## src/rtl/pwm_timer_pkg.sv

```systemverilog
package pwm_timer_pkg;
  // Write map
  localparam int ADDR_DIV   = 0;
  localparam int ADDR_LIMIT = 1;
  localparam int ADDR_CTRL  = 2;
  localparam int ADDR_THR0  = 4;

  // Control word layout
  function automatic int stage_bit(input int ch);
    return ch;
  endfunction

  function automatic int pol_bit(input int nch, input int ch);
    return nch + ch;
  endfunction

  function automatic int limit_stage_bit(input int nch);
    return 2 * nch;
  endfunction

  function automatic int ctrl_width(input int nch);
    return 2 * nch + 1;
  endfunction
endpackage

```

## src/rtl/pwm_regfile.sv

```systemverilog
module pwm_regfile
  import pwm_timer_pkg::*;
#(
  parameter int NCH = 4,
  parameter int AW  = 4,
  localparam int CTRL_W = ctrl_width(NCH)
) (
  input  logic              clk,
  input  logic              rst,
  input  logic              wr_en,
  input  logic [AW-1:0]     wr_addr,
  input  logic [CTRL_W-1:0] wr_ctrl,
  output logic              div_we,
  output logic              limit_we,
  output logic [NCH-1:0]    thr_we,
  output logic [NCH-1:0]    thr_stage,
  output logic [NCH-1:0]    thr_pol,
  output logic              limit_stage
);
  logic ctrl_we;

  always_comb begin
    div_we   = wr_en && (wr_addr == AW'(ADDR_DIV));
    limit_we = wr_en && (wr_addr == AW'(ADDR_LIMIT));
    ctrl_we  = wr_en && (wr_addr == AW'(ADDR_CTRL));
  end

  for (genvar i = 0; i < NCH; i++) begin : g_dec
    assign thr_we[i] = wr_en && (wr_addr == AW'(ADDR_THR0 + i));
  end

  always_ff @(posedge clk) begin
    if (rst) begin
      thr_stage   <= '0;
      thr_pol     <= '0;
      limit_stage <= 1'b0;
    end else if (ctrl_we) begin
      for (int i = 0; i < NCH; i++) begin
        thr_stage[i] <= wr_ctrl[stage_bit(i)];
        thr_pol[i]   <= wr_ctrl[pol_bit(NCH, i)];
      end
      limit_stage <= wr_ctrl[limit_stage_bit(NCH)];
    end
  end
endmodule

```

## src/rtl/pwm_timebase.sv

```systemverilog
module pwm_timebase #(
  parameter int CW = 16,
  parameter int PW = 16,
  parameter logic [CW-1:0] ARR_RESET = '1
) (
  input  logic          clk,
  input  logic          rst,
  input  logic          div_we,
  input  logic [PW-1:0] div_wdata,
  input  logic          limit_we,
  input  logic [CW-1:0] limit_wdata,
  input  logic          limit_stage,
  output logic [CW-1:0] cnt,
  output logic [CW-1:0] limit_act,
  output logic          wrap,
  output logic          update_o
);
  logic [PW-1:0] div_pend, div_act, div_cnt;
  logic [CW-1:0] limit_pend;
  logic          tick;

  always_comb begin
    tick = (div_cnt >= div_act);
    wrap = tick && (cnt >= limit_act);
  end

  // Divider: a new value is always held until the next wrap
  always_ff @(posedge clk) begin
    if (rst) begin
      div_pend <= '0;
      div_act  <= '0;
      div_cnt  <= '0;
    end else begin
      if (div_we) div_pend <= div_wdata;
      if (wrap)   div_act  <= div_pend;
      div_cnt <= tick ? '0 : div_cnt + PW'(1);
    end
  end

  // Period limit: staged or immediate
  always_ff @(posedge clk) begin
    if (rst) begin
      limit_pend <= ARR_RESET;
      limit_act  <= ARR_RESET;
    end else begin
      if (limit_we) limit_pend <= limit_wdata;
      if (limit_we && !limit_stage) limit_act <= limit_wdata;
      else if (wrap)                limit_act <= limit_pend;
    end
  end

  // Counter and update pulse
  always_ff @(posedge clk) begin
    if (rst) begin
      cnt      <= '0;
      update_o <= 1'b0;
    end else begin
      if (tick) cnt <= wrap ? '0 : cnt + CW'(1);
      update_o <= wrap;
    end
  end
endmodule

```

## src/rtl/pwm_channel.sv

```systemverilog
module pwm_channel #(
  parameter int CW = 16
) (
  input  logic          clk,
  input  logic          rst,
  input  logic          thr_we,
  input  logic [CW-1:0] thr_wdata,
  input  logic          stage_en,
  input  logic          pol,
  input  logic          wrap,
  input  logic [CW-1:0] cnt,
  output logic [CW-1:0] thr_act,
  output logic          pwm_o
);
  logic [CW-1:0] thr_pend;
  logic          at_or_above;

  assign at_or_above = (cnt >= thr_act);

  always_ff @(posedge clk) begin
    if (rst) begin
      thr_pend <= '0;
      thr_act  <= '0;
      pwm_o    <= 1'b0;
    end else begin
      if (thr_we) thr_pend <= thr_wdata;
      if (thr_we && !stage_en)  thr_act <= thr_wdata;
      else if (wrap && stage_en) thr_act <= thr_pend;
      pwm_o <= pol ^ at_or_above;
    end
  end
endmodule

```

## src/rtl/pwm_timer.sv

```systemverilog
module pwm_timer
  import pwm_timer_pkg::*;
#(
  parameter int NCH = 4,
  parameter int CW  = 16,
  parameter int PW  = 16,
  parameter int AW  = 4,
  parameter int DW  = 16,
  parameter logic [CW-1:0] ARR_RESET = '1
) (
  input  logic           clk,
  input  logic           rst,
  input  logic           wr_en,
  input  logic [AW-1:0]  wr_addr,
  input  logic [DW-1:0]  wr_data,
  output logic [NCH-1:0] pwm_o,
  output logic           update_o
);
  localparam int CTRL_W = ctrl_width(NCH);

  logic           div_we, limit_we, limit_stage, wrap;
  logic [NCH-1:0] thr_we, thr_stage, thr_pol;
  logic [CW-1:0]  cnt, limit_act;
  logic [NCH*CW-1:0] thr_flat;

  pwm_regfile #(.NCH(NCH), .AW(AW)) u_regs (
    .clk         (clk),
    .rst         (rst),
    .wr_en       (wr_en),
    .wr_addr     (wr_addr),
    .wr_ctrl     (wr_data[CTRL_W-1:0]),
    .div_we      (div_we),
    .limit_we    (limit_we),
    .thr_we      (thr_we),
    .thr_stage   (thr_stage),
    .thr_pol     (thr_pol),
    .limit_stage (limit_stage)
  );

  pwm_timebase #(.CW(CW), .PW(PW), .ARR_RESET(ARR_RESET)) u_tb (
    .clk         (clk),
    .rst         (rst),
    .div_we      (div_we),
    .div_wdata   (wr_data[PW-1:0]),
    .limit_we    (limit_we),
    .limit_wdata (wr_data[CW-1:0]),
    .limit_stage (limit_stage),
    .cnt         (cnt),
    .limit_act   (limit_act),
    .wrap        (wrap),
    .update_o    (update_o)
  );

  for (genvar i = 0; i < NCH; i++) begin : g_ch
    pwm_channel #(.CW(CW)) u_ch (
      .clk       (clk),
      .rst       (rst),
      .thr_we    (thr_we[i]),
      .thr_wdata (wr_data[CW-1:0]),
      .stage_en  (thr_stage[i]),
      .pol       (thr_pol[i]),
      .wrap      (wrap),
      .cnt       (cnt),
      .thr_act   (thr_flat[i*CW +: CW]),
      .pwm_o     (pwm_o[i])
    );
  end
endmodule

```

## config.mk

```make
export PLATFORM = sky130hd
export DESIGN_NAME = pwm_timer
export DESIGN_NICKNAME = d
export VERILOG_FILES = /design/src/rtl/pwm_timer_pkg.sv /design/src/rtl/pwm_regfile.sv /design/src/rtl/pwm_timebase.sv /design/src/rtl/pwm_channel.sv /design/src/rtl/pwm_timer.sv
export SDC_FILE = /design/constraint.sdc
export NUM_CORES = 1
export LEC_CHECK = 0
export ABC_AREA = 1
export BUFFER_PORTS_ARGS = -buffer_cell sky130_fd_sc_hd__buf_2
export CAP_MARGIN = 30
export CELL_PAD_IN_SITES_DETAIL_PLACEMENT = 1
export CELL_PAD_IN_SITES_GLOBAL_PLACEMENT = 2
export CORE_UTILIZATION = 40
export DETAILED_ROUTE_END_ITERATION = 10
export GPL_TIMING_DRIVEN = 0
export MAX_ROUTING_LAYER = met4
export PLACE_DENSITY = 0.89
export SLEW_MARGIN = 20
export SYNTH_ARGS = -nofsm -noshare
export SYNTH_HDL_FRONTEND = slang
export SYNTH_SLANG_ARGS = --single-unit
```

## constraint.sdc

```tcl
create_clock -name clk -period 3.23 [get_ports clk]
set_clock_uncertainty 0.15 [all_clocks]
set_input_delay 0.1615 -clock clk [delete_from_list [all_inputs] [get_ports clk]]
set_output_delay 0.1615 -clock clk [all_outputs]
set_load 0.01 [all_outputs]
```

Yosys cells after proc, flatten, opt, wreduce, memory -nomap -nowiden --
Index checks and enable logic that the tools add are counted.
Word-level totals: register bits 238, input port bits 23, output and inout port bits 5, word-level logic and storage cells 80
Operators by class: add/subtract/negate cells 2, order comparisons 6, equal/unequal tests 6, multiplexer cells 11, bitwise logic cells 4, reductions and logical operators 29
Operators with widths (number):
- 16-bit two-way mux | 11
- 16-bit >= comparator | 6
- 16-bit by 1-bit adder with 16-bit output, second input constant | 2
- 1-bit logical AND | 17
- 4-bit by 3-bit == test with 1-bit output, second input constant | 4
- 2-bit nonzero test | 5
- 1-bit logical NOT | 5
- 4-bit by 1-bit == test with 1-bit output, second input constant | 1
- 4-bit by 2-bit == test with 1-bit output, second input constant | 1
- 4-bit logical NOT | 1
- 1-bit bitwise XOR | 4
- 2-bit OR reduction | 1

Logic depth before layout (Yosys ltp) --
Gate-level depths: netlist (run 1).
word-level depth 5, gate-level depth with buffers 17, depth with buffers taken out 16

Cells and area by module --
A second synthesis (run 1) with hierarchy kept.
Unflattened totals: cell total of the unflattened synthesis 1714, area total of the unflattened synthesis 12590.8 um^2
Modules (own cells, without submodules):
- pwm_channel | times used 4, cells each 237, area each 1778.0 um^2, seq. area each 660.6 um^2
- pwm_timebase | times used 1, cells each 692, area each 4974.8 um^2, seq. area each 1941.9 um^2
- pwm_regfile | times used 1, cells each 74, area each 504.2 um^2, seq. area each 180.2 um^2

Least setup slack after synthesis (run 1) --
No wires, ideal clock.
path kind reg2reg, start register u_tb.cnt[11], end register u_tb.limit_act[12], setup time 0.119 ns, arrival 1.773 ns, data required time 2.961 ns, path slack 1.187 ns, stages on the path, launching flop included 11, buffers on the path 1, clock period less this slack 2.043 ns, path through dfxtp_1 ha_1 a21oi_1 o21ai_1 a21oi_2 nand2_4 nand2_8 nand2_4 buf_6 a21oi_1 o21ai_1
Between the ends: word-level cells in the longest chain between the ends 3
RTL lines:
- start: declaration | RTL line pwm_timebase.sv:13 | output logic [CW-1:0] cnt,
- start signal: assignment | RTL line pwm_timebase.sv:58 | if (tick) cnt <= wrap ? '0 : cnt + CW'(1);
- 16-bit >= comparator | RTL line pwm_timebase.sv:24 | wrap = tick && (cnt >= limit_act);
- 1-bit logical AND | RTL line pwm_timebase.sv:24
- 2-bit nonzero test (no line)
- end signal: assignment | RTL line pwm_timebase.sv:47 | if (limit_we && !limit_stage) limit_act <= limit_wdata;
- end signal: assignment | RTL line pwm_timebase.sv:48 | else if (wrap) limit_act <= limit_pend;
- end: declaration | RTL line pwm_timebase.sv:14 | output logic [CW-1:0] limit_act,
No other way between the ends. A chain may end at the register's enable or synchronous reset.

Worst setup path after layout (run 1) --
start register u_tb.cnt[7], end register u_tb.limit_act[12]
The elaborated chain is that of the path after synthesis.

==> impl_metrics.tcl, run 1 <==
set metrics [dict create \
    status "completed" \
    ios 28 \
    min_path_cells 4 \
    required_ns 3.52 \
    peakVddDrop_mv 0.395 \
    drv_slew 0 \
    setup.worst_path.class "reg2reg" \
    finalHoldViolCount 0 \
    p_per_area_nw_per_um2 492 \
    setup_tns_ns 0 \
    final_cells 2088 \
    ff2ff_setup_slack_ns 0.32 \
    min_to "u_tb.div_act[5]" \
    antenna_cells 0 \
    r2r_cells 14 \
    grtUsageTotal_pct 27.8 \
    drive_gt1_share_pct 10.5 \
    timing.final.crit_share_pct 90.0 \
    cap_violations 0 \
    ys_warn_count 0 \
    synth_enable_flop_cells 0 \
    drtAntennaViolNets 0 \
    cts_setup_buffers 0 \
    postPlaceCellArea_um2 12700 \
    first_global_vias 11300 \
    drcViolationCount 0 \
    viasPerCell 5.30 \
    synth_nets 1719 \
    cts_tree "done" \
    dp.cells 2015 \
    syn_to_final_growth_pct 14.8 \
    postLayoutCoreUtil_pct 46.8 \
    ctsHoldBuffers 21 \
    cts_sinks 238 \
    htreeDepth 1 \
    path_clk_slew_ns 0.06 \
    dp_hpwl_mm 29.2 \
    clockBufferDepth 3 \
    grt_max_degree 15 \
    crit_path_frequent_cell "nand2_1" \
    num_rows 63 \
    cp_cell_sequence "ha_1 > nand2_1 > inv_2 > nand2_1 > nand2_1 > nor2_1 > nand2_1 > nand2_2 > nand2_4 > nand2_8 > nand2_4 > buf_6 > a21oi_1 > o21ai_1" \
    grt_first_pass_wirelength_mm 63.9 \
    worst-path-max-fanout 10 \
    synth_area_per_cell_um2 7.56 \
    first_pass_iters 7 \
    start_util_pct 40.8 \
    synth.largest_area_cell "dfxtp_1" \
    path_delay_family "flip-flops" \
    critPathArrivalTime_ns 3.20 \
    antenna_found_initial 0 \
    cp-start-kind "register" \
    critPathSlowestCell "dfxtp_1" \
    routedWlPerCell_um 19.7 \
    cp_slowest_stage_delay_ns 0.89 \
    slew_headroom_pct 35.7 \
    routed_wl_mm 41.1 \
    critPathBufInv 2 \
    finalNetCount 1798 \
    synth_area_um2 12100 \
    p_leak_nw 6.05 \
    die_area_um2 30900 \
    synthTopCellsByArea "dfxtp_1 39%, ha_1 10%, o21ai_0 8.1%" \
    timing_worst_slew_pin_value_ns 0.965 \
    root_buffer "clkbuf_16" \
    fin_ws_ns 0.322 \
    rr_startpoint "u_tb.cnt[7]" \
    rsz0062_at_grt "false" \
    synth-main-ff-cell "dfxtp_1" \
    ys_types 43 \
    overflow 0 \
    place_ws_ns 0.366 \
    cts_buffers 29 \
    place.gp.congestion 0.856 \
    hold_path_class "in2reg" \
    fin_area_um2 13900 \
    synthArstFlopShare_pct 0 \
    synth_commonest_cells "240 x nand2_1, 238 x dfxtp_1, 195 x o21ai_0, 171 x a21oi_1, 171 x inv_1" \
    core-area_um2 29600 \
    port_buffers 27 \
    drt_first_iter_violations 525 \
    fin_crit_ns 2.91 \
    fmax_ghz 0.344 \
    setup_violations 0 \
    synthCells 1598 \
    yosysSeqAreaShare_pct 39.4 \
    reg2reg_to "u_tb.limit_act[12]" \
    total_power_mw 6.82 \
    die_y_um 176 \
    ctsResizeCount 0 \
    synth.top_cell.area_share_pct 39.4 \
    yosysMostFrequentCell "nand2_1" \
    endpoint_kind "register" \
    hold_start "rst" \
    worstSkewPairLatency_ns 0.56 \
    vias 11100 \
    synth-seq-cells 238 \
    die_x_um 176 \
    whs_ns 0.0339 \
]
==> logic make-up (layout without fill, tap and decap cells) <==
| family | count (synthesis) | in the layout | share of synthesized area, % |
|---|---|---|---|
| AND/OR/NAND/NOR | 568 | 568 | 21.6 |
| buffers and inverters | 260 | 360 | 9.21 |
| flip-flops | 238 | 238 | 39.4 |
| adder cells (fa/ha/maj) | 98 | 98 | 10.2 |
| XOR/XNOR | 7 | 7 | 0.508 |
| AO/OA/AOI/OAI | 427 | 427 | 19.1 |
==> worst max-delay path by stage <==
| stage | start | cells after the start | end |
|---|---|---|---|
| 2_1_floorplan | u_tb.cnt[11] | 10 | u_tb.limit_act[12] |
| 3_3_place_gp | u_tb.cnt[5] | 14 | u_tb.limit_act[12] |
| 3_5_place_dp | u_tb.cnt[11] | 10 | u_tb.limit_act[12] |
| 4_1_cts | u_tb.cnt[7] | 14 | u_tb.limit_act[12] |
| 5_1_grt | u_tb.cnt[5] | 14 | g_ch[0].u_ch.thr_act[5] |
| 6_report | u_tb.cnt[7] | 14 | u_tb.limit_act[12] |
==> cell type report <==
class	instances	area, µm²
tap	390	488
sequential	238	4760
clock inverter	7	67.6
inverter	188	713
timing repair buffer	48	345
multi-input combinational	1100	6200
clock buffer	45	886
buffer	72	399
fill	3744	15800
==> cell usage in the layout (no fill, tap or decap), types with 11 or more instances in the layout <==
cell type	instances
a21oi_1	171
buf_2	37
inv_1	171
nand3_1	79
clkbuf_16	29
nand4_1	14
dfxtp_1	238
buf_6	12
dlygate4sd3_1	21
nor3_1	19
o211ai_1	24
o21ai_1	12
inv_2	11
o21ai_0	195
nor2_2	24
ha_1	98
clkbuf_1	47
nand2_1	240
nor2_1	149
==> registers in the layout, summed over array words and instances (netlist names) <==
| name | flops |
|---|---|
| g_ch.u_ch.pwm_o | 4 |
| g_ch.u_ch.thr_act | 64 |
| g_ch.u_ch.thr_pend | 64 |
| u_regs.limit_stage | 1 |
| u_regs.thr_pol | 4 |
| u_regs.thr_stage | 4 |
| u_tb.cnt | 16 |
| u_tb.div_act | 16 |
| u_tb.div_cnt | 16 |
| u_tb.div_pend | 16 |
| u_tb.limit_act | 16 |
| u_tb.limit_pend | 16 |
| u_tb.update_o | 1 |
==> report_power, final <==
part           internal, mW  switching [mW]  leakage, nW  total, mW
registers              3.00          0.0386         1.93       3.03
clock network          1.95            1.32        0.475       3.27
logic                 0.171           0.349         3.64      0.521
==> layer usage <==
metal	global-route usage, %	vias up	wire length, µm
li1	-	5465	-
met1	35.8	5333	19000
met2	45.4	207	18800
met3	3.61	62	2010
met4	8.33	0	1270
met5	-	-	0
==> tightest hold or removal path: cells and delay by family <==
kind	cells	cell delay (ns)
buffers and inverters	2	0.31
AND/OR/NAND/NOR	1	0.15
AO/OA/AOI/OAI	1	0.06
(Power assumes the default switching activity.)
==> inputs of run 2 (changes only) <==
--- a/config.mk
+++ b/config.mk
@@ -5,7 +5,6 @@
 export SDC_FILE = /design/constraint.sdc
 export NUM_CORES = 1
 export LEC_CHECK = 0
-export ABC_AREA = 1
 export BUFFER_PORTS_ARGS = -buffer_cell sky130_fd_sc_hd__buf_2
 export CAP_MARGIN = 30
 export CELL_PAD_IN_SITES_DETAIL_PLACEMENT = 1
@@ -14,7 +13,7 @@
 export DETAILED_ROUTE_END_ITERATION = 10
 export GPL_TIMING_DRIVEN = 0
 export MAX_ROUTING_LAYER = met4
-export PLACE_DENSITY = 0.89
+export PLACE_DENSITY = 0.88
 export SLEW_MARGIN = 20
 export SYNTH_ARGS = -nofsm -noshare
 export SYNTH_HDL_FRONTEND = slang
==> run 2 against run 1 <==
  * Sequential cell count stayed put
  * Synthesized cell count is 7.7% lower
  * Routed wire length is 4.3% higher
  * Non-clock buffer count is 36 higher
  * Largest cell class unchanged
  * Highest routed layer unchanged
==> impl_metrics.tcl, run 2 <==
set metrics [dict create \
    dp_hpwl_mm 30.1 \
    synth-seq-cells 238 \
    overflow 0 \
    start_util_pct 41.0 \
    setup.worst_path.class "reg2reg" \
    antenna_cells 0 \
    ys_warn_count 0 \
    path_clk_slew_ns 0.06 \
    cts_tree "done" \
    fmax_ghz 0.326 \
    htreeDepth 1 \
    fin_ws_ns 0.161 \
    p_per_area_nw_per_um2 495 \
    ios 28 \
    num_rows 62 \
    yosysSeqAreaShare_pct 40.3 \
    drt_first_iter_violations 680 \
    layout_commonest_cell "nand2_1" \
    clockBufferDepth 3 \
    whs_ns 0.0151 \
    synth-main-ff-cell "dfxtp_1" \
    synth_area_um2 11800 \
    grt_first_pass_wirelength_mm 64.9 \
    num-fill-cells 3527 \
    routedWlPerCell_um 21.8 \
    grt_max_degree 14 \
    synthArstFlopShare_pct 0 \
    worst-path-max-fanout 10 \
    finalNetCount 1682 \
    regArea_um2 4780 \
    drv_slew 0 \
    syn_to_final_growth_pct 16.6 \
    setup_violations 0 \
    cap_violations 0 \
    synth.top_cell.area_share_pct 40.3 \
    grtUsageTotal_pct 29.0 \
    antenna_found_initial 0 \
    synth_area_per_cell_um2 8.01 \
    drtAntennaViolNets 0 \
    timing_worst_slew_pin_value_ns 1.04 \
    place_ws_ns -0.340 \
    multiInputGateArea_um2 6220 \
    port_buffers 24 \
    drive_gt1_share_pct 9.85 \
    die_area_um2 30200 \
    die_x_um 174 \
    finalHoldViolCount 0 \
    final_cell_mix "318 x nand2_1, 229 x dfxtp_1, 128 x nor2_1" \
    die_y_um 174 \
    synth_nets 1596 \
    peakVddDrop_mv 0.349 \
    p_leak_nw 5.50 \
    ys_types 51 \
    slew_headroom_pct 30.5 \
    place.gp.congestion 0.865 \
    synthTopCellsByArea "dfxtp_1 40%, ha_1 10%, nand2_1 10%" \
    total_power_mw 6.83 \
    synth_commonest_cells "318 x nand2_1, 238 x dfxtp_1, 128 x nor2_1, 127 x a21oi_1, 100 x inv_1" \
    setup_tns_ns 0 \
    cts_sinks 238 \
    timing.final.crit_share_pct 95.0 \
    root_buffer "clkbuf_16" \
    status "completed" \
    cts_buffers 28 \
    yosysMostFrequentCell "nand2_1" \
    top_regs "g_ch.u_ch.thr_act x64, g_ch.u_ch.thr_pend x64" \
    first_global_vias 10800 \
    required_ns 3.50 \
    postLayoutCoreUtil_pct 47.8 \
    hold_path_class "in2reg" \
    first_pass_iters 6 \
    core-area_um2 28900 \
    viasPerCell 5.49 \
    routed_wl_mm 42.9 \
    cp-start-kind "register" \
    synth.largest_area_cell "dfxtp_1" \
    synth_enable_flop_cells 0 \
    vias 10800 \
    fin_crit_ns 3.07 \
    endpoint_kind "register" \
    worstSkewPairLatency_ns 0.55 \
    drcViolationCount 0 \
    synthCells 1475 \
    critPathArrivalTime_ns 3.34 \
]
[run 2: cell types whose count changed after synthesis, sizes merged, moves of 16 or more]
cell and delta:
a32oi +16, clkbuf +24, nor2 -46, o211ai -24, a21oi -45, a31oi +27, a311oi +37, nand2 +63
o21ai -178, inv -85, a21o +19
[run 2: kinds of logic (layout without fill, tap and decap cells)]
kind of cell               count (synthesis)  after routing  synth area share [%]
xor gates and xnor gates                  28             28                  2.07
adders and majority gates                 98             98                  10.4
AOI/OAI and AO/OA                        288            288                  16.3
and+or+nand+nor                          610            610                  22.5
buffers and inverters                    200            308                  7.25
muxes                                     13             13                  1.14
DFF                                      238            238                  40.3
[run 2: metal layers]
metal | track usage (%) | vias up | part of all wire, %
met5 | - | - | 0
li1 | - | 5202 | -
met2 | 45.7 | 261 | 45
met3 | 3.61 | 79 | 5.1
met4 | 8.41 | 0 | 2.9
met1 | 38.7 | 5263 | 47
[run 2: repair_timing]
action / CTS / global route
hold endpoints to repair: 28 / 0
resized for setup: 7 / 4
hold buffers: 17 / 0
buffers inserted: 0 / 8
setup endpoints to repair: 111 / 87
pin swaps: 0 / 3
[run 2: path summary, 6_finish.rpt]
path / startpoint / end / slack, ns / cells after the start
setup reg to reg: u_tb.cnt[5] / g_ch[0].u_ch.thr_act[10] / 0.16 / 11
setup / recovery: u_tb.cnt[5] / g_ch[0].u_ch.thr_act[10] / 0.16 / 11
hold reg to reg: u_tb.div_pend[15] / u_tb.div_act[15] / 0.30 / 2
hold / removal: wr_en / g_ch[0].u_ch.thr_pend[15] / 0.02 / 5
[run 2: layout make-up]
class | instances | area share (%)
Buffer | 100 | 3.51
Tap cell | 384 | 3.49
Sequential cell | 238 | 34.7
Inverter | 100 | 2.72
Timing Repair Buffer | 56 | 3.40
Multi-Input combinational cell | 1037 | 45.1
Clock inverter | 11 | 0.808
Clock buffer | 41 | 6.32
[run 2: critical path: stages (launching register included)]
cell      delay (ns)
dfxtp_1         0.68
ha_1            0.26
a21oi_1         0.10
o21ai_0         0.38
a32oi_4         0.10
buf_12          0.16
buf_4           0.14
a21boi_2        0.34
nand2_1         0.13
buf_2           0.21
o21ai_0         0.23
a31oi_1         0.06
[run 2: where the power goes]
group / switching, mW / internal (mW) / leakage (nW) / total (mW)
sequential: 0.0350 / 2.99 / 1.93 / 3.02
clock: 1.32 / 2.02 / 0.492 / 3.34
combinational: 0.301 / 0.170 / 3.08 / 0.471
[run 2: stage by stage]
step	cell area (µm²)	instances
2_1_floorplan	11800	1475
3_3_place_gp	12400	1883
3_5_place_dp	12500	1889
4_1_cts	13700	1958
5_1_grt	13800	1967
6_report	13800	1967
==> inputs of run 3 (changes only) <==
--- a/config.mk
+++ b/config.mk
@@ -7,13 +7,11 @@
 export LEC_CHECK = 0
 export BUFFER_PORTS_ARGS = -buffer_cell sky130_fd_sc_hd__buf_2
 export CAP_MARGIN = 30
-export CELL_PAD_IN_SITES_DETAIL_PLACEMENT = 1
-export CELL_PAD_IN_SITES_GLOBAL_PLACEMENT = 2
 export CORE_UTILIZATION = 40
 export DETAILED_ROUTE_END_ITERATION = 10
 export GPL_TIMING_DRIVEN = 0
 export MAX_ROUTING_LAYER = met4
-export PLACE_DENSITY = 0.88
+export PLACE_DENSITY = 0.6
 export SLEW_MARGIN = 20
 export SYNTH_ARGS = -nofsm -noshare
 export SYNTH_HDL_FRONTEND = slang
==> run 3 against run 2 <==
  * Critical path depth shrank 2
  * Non-clock buffer count shrank 8
  * Sequential share of layout area grew 0.17 points
  * Setup slack lost 0.13 ns
  * Utilization shrank 0.23 points
  * Sequential cell count is the same
  * First-iteration DRC count grew 22%
==> impl_metrics.tcl, run 3 (synthesized netlist as in run 2, its figures left out) <==
set metrics [dict create \
    ios 28 \
    required_ns 3.49 \
    die_x_um 174 \
    first_pass_iters 5 \
    vias 10600 \
    cts_tree "done" \
    cts_buffers 28 \
    viasPerCell 5.40 \
    fin_crit_ns 3.20 \
    worstSkewPairLatency_ns 0.54 \
    clockBufferDepth 3 \
    port_buffers 24 \
    first_global_vias 9862 \
    peakVddDrop_mv 0.332 \
    cap_violations 0 \
    grt_max_degree 14 \
    drive_gt1_share_pct 9.29 \
    cts_sinks 238 \
    slew_headroom_pct 37.9 \
    grt_first_pass_wirelength_mm 58.1 \
    die_area_um2 30200 \
    setup_violations 0 \
    antenna_cells 0 \
    routedWlPerCell_um 19.1 \
    drtAntennaViolNets 0 \
    start_util_pct 41.0 \
    cp-start-kind "register" \
    p_per_area_nw_per_um2 506 \
    final_cells 1956 \
    setup.worst_path.class "reg2reg" \
    timing.final.crit_share_pct 99.0 \
    path_clk_slew_ns 0.06 \
    finalHoldViolCount 0 \
    drt_first_iter_violations 830 \
    r2r_cells 9 \
    syn_to_final_growth_pct 16.0 \
    grtUsageTotal_pct 25.6 \
    timing_worst_slew_pin_value_ns 0.924 \
    num_rows 62 \
    setup_tns_ns 0 \
    antenna_found_initial 0 \
    status "completed" \
    place.gp.congestion 0.868 \
    worst-path-max-fanout 10 \
    core-area_um2 28900 \
    root_buffer "clkbuf_16" \
    top_regs "g_ch.u_ch.thr_act x64, g_ch.u_ch.thr_pend x64" \
    hold_path_class "in2reg" \
    finalNetCount 1674 \
    dp_hpwl_mm 26.4 \
    drcViolationCount 0 \
    routed_wl_mm 37.4 \
    final_cell_mix "318 x nand2_1, 229 x dfxtp_1, 128 x nor2_1" \
    fmax_ghz 0.313 \
    htreeDepth 1 \
    min_path_cells 5 \
    dp.cells 1887 \
    p_leak_nw 5.45 \
    overflow 0 \
    rsz0062_at_grt "false" \
    critPathArrivalTime_ns 3.46 \
    drv_slew 0 \
    layout_commonest_cell "nand2_1" \
    die_y_um 174 \
    endpoint_kind "register" \
]
-- run 3: area by class of cell --
| type | instances | area (µm²) |
|---|---|---|
| Inverter | 100 | 375 |
| Sequential cell | 238 | 4780 |
| Buffer | 100 | 482 |
| Fill cell | 2891 | 15100 |
| Timing Repair Buffer | 48 | 367 |
| Multi-Input combinational cell | 1037 | 6220 |
| Tap cell | 384 | 480 |
| Clock buffer | 34 | 785 |
| Clock inverter | 15 | 228 |
-- run 3: final timing paths --
kind                            slack (ns)             start                       to
worst max register to register        0.03      u_tb.cnt[15]  g_ch[3].u_ch.thr_act[8]
worst min register to register        0.30  u_tb.div_pend[2]          u_tb.div_act[2]
worst min-delay path                  0.04        wr_addr[3]       u_tb.limit_pend[0]
worst max-delay path                  0.03      u_tb.cnt[15]  g_ch[3].u_ch.thr_act[8]
-- run 3: layer usage --
layer	track usage, %	wire, µm
met5	-	0
met4	6.80	836
met3	3.39	2530
met2	39.6	16700
met1	34.9	17300
-- run 3: worst max-delay path, cell delays in order (launching register included) --
cell      delay (ns)
dfxtp_2         0.41
ha_1            0.40
nand4_2         0.18
nor4_4          0.38
a32oi_4         0.24
a21boi_4        0.46
nand2_4         0.20
buf_6           0.19
o21ai_0         0.36
a31oi_1         0.08
-- run 3: where the power goes --
part / leakage [nW] / internal, mW / total, mW / switching, mW
combinational: 3.02 / 0.170 / 0.457 / 0.287
clock: 0.504 / 2.19 / 3.47 / 1.28
sequential: 1.93 / 2.99 / 3.02 / 0.0322
total: 5.45 / 5.34 / 6.94 / 1.60
-- run 3: through the flow --
stage / worst slack, ns / hold slack, ns / total power [mW] / area (µm²) / utilization, %
global placement: -0.266 / 0.290 / 3.50 / 12400 / 43.0
floorplan: 0.635 / 0.184 / 3.33 / 11800 / -
detailed placement: -0.270 / 0.297 / 3.51 / 12500 / 43.2
global route: 0.0115 / 0.0713 / 7.15 / 13700 / 47.5
CTS: 0.0416 / 0.0257 / 6.97 / 13700 / 47.4
finish: 0.0327 / 0.0417 / 6.94 / 13700 / 47.5
-- run 3: timing repair --
item | 4_1_cts | 5_1_grt
pin swaps | 0 | 1
hold buffers | 16 | 0
endpoints found under the hold margin | 24 | 0
endpoints found under the setup margin | 94 | 13
resized for setup | 10 | 2
setup buffers | 0 | 2
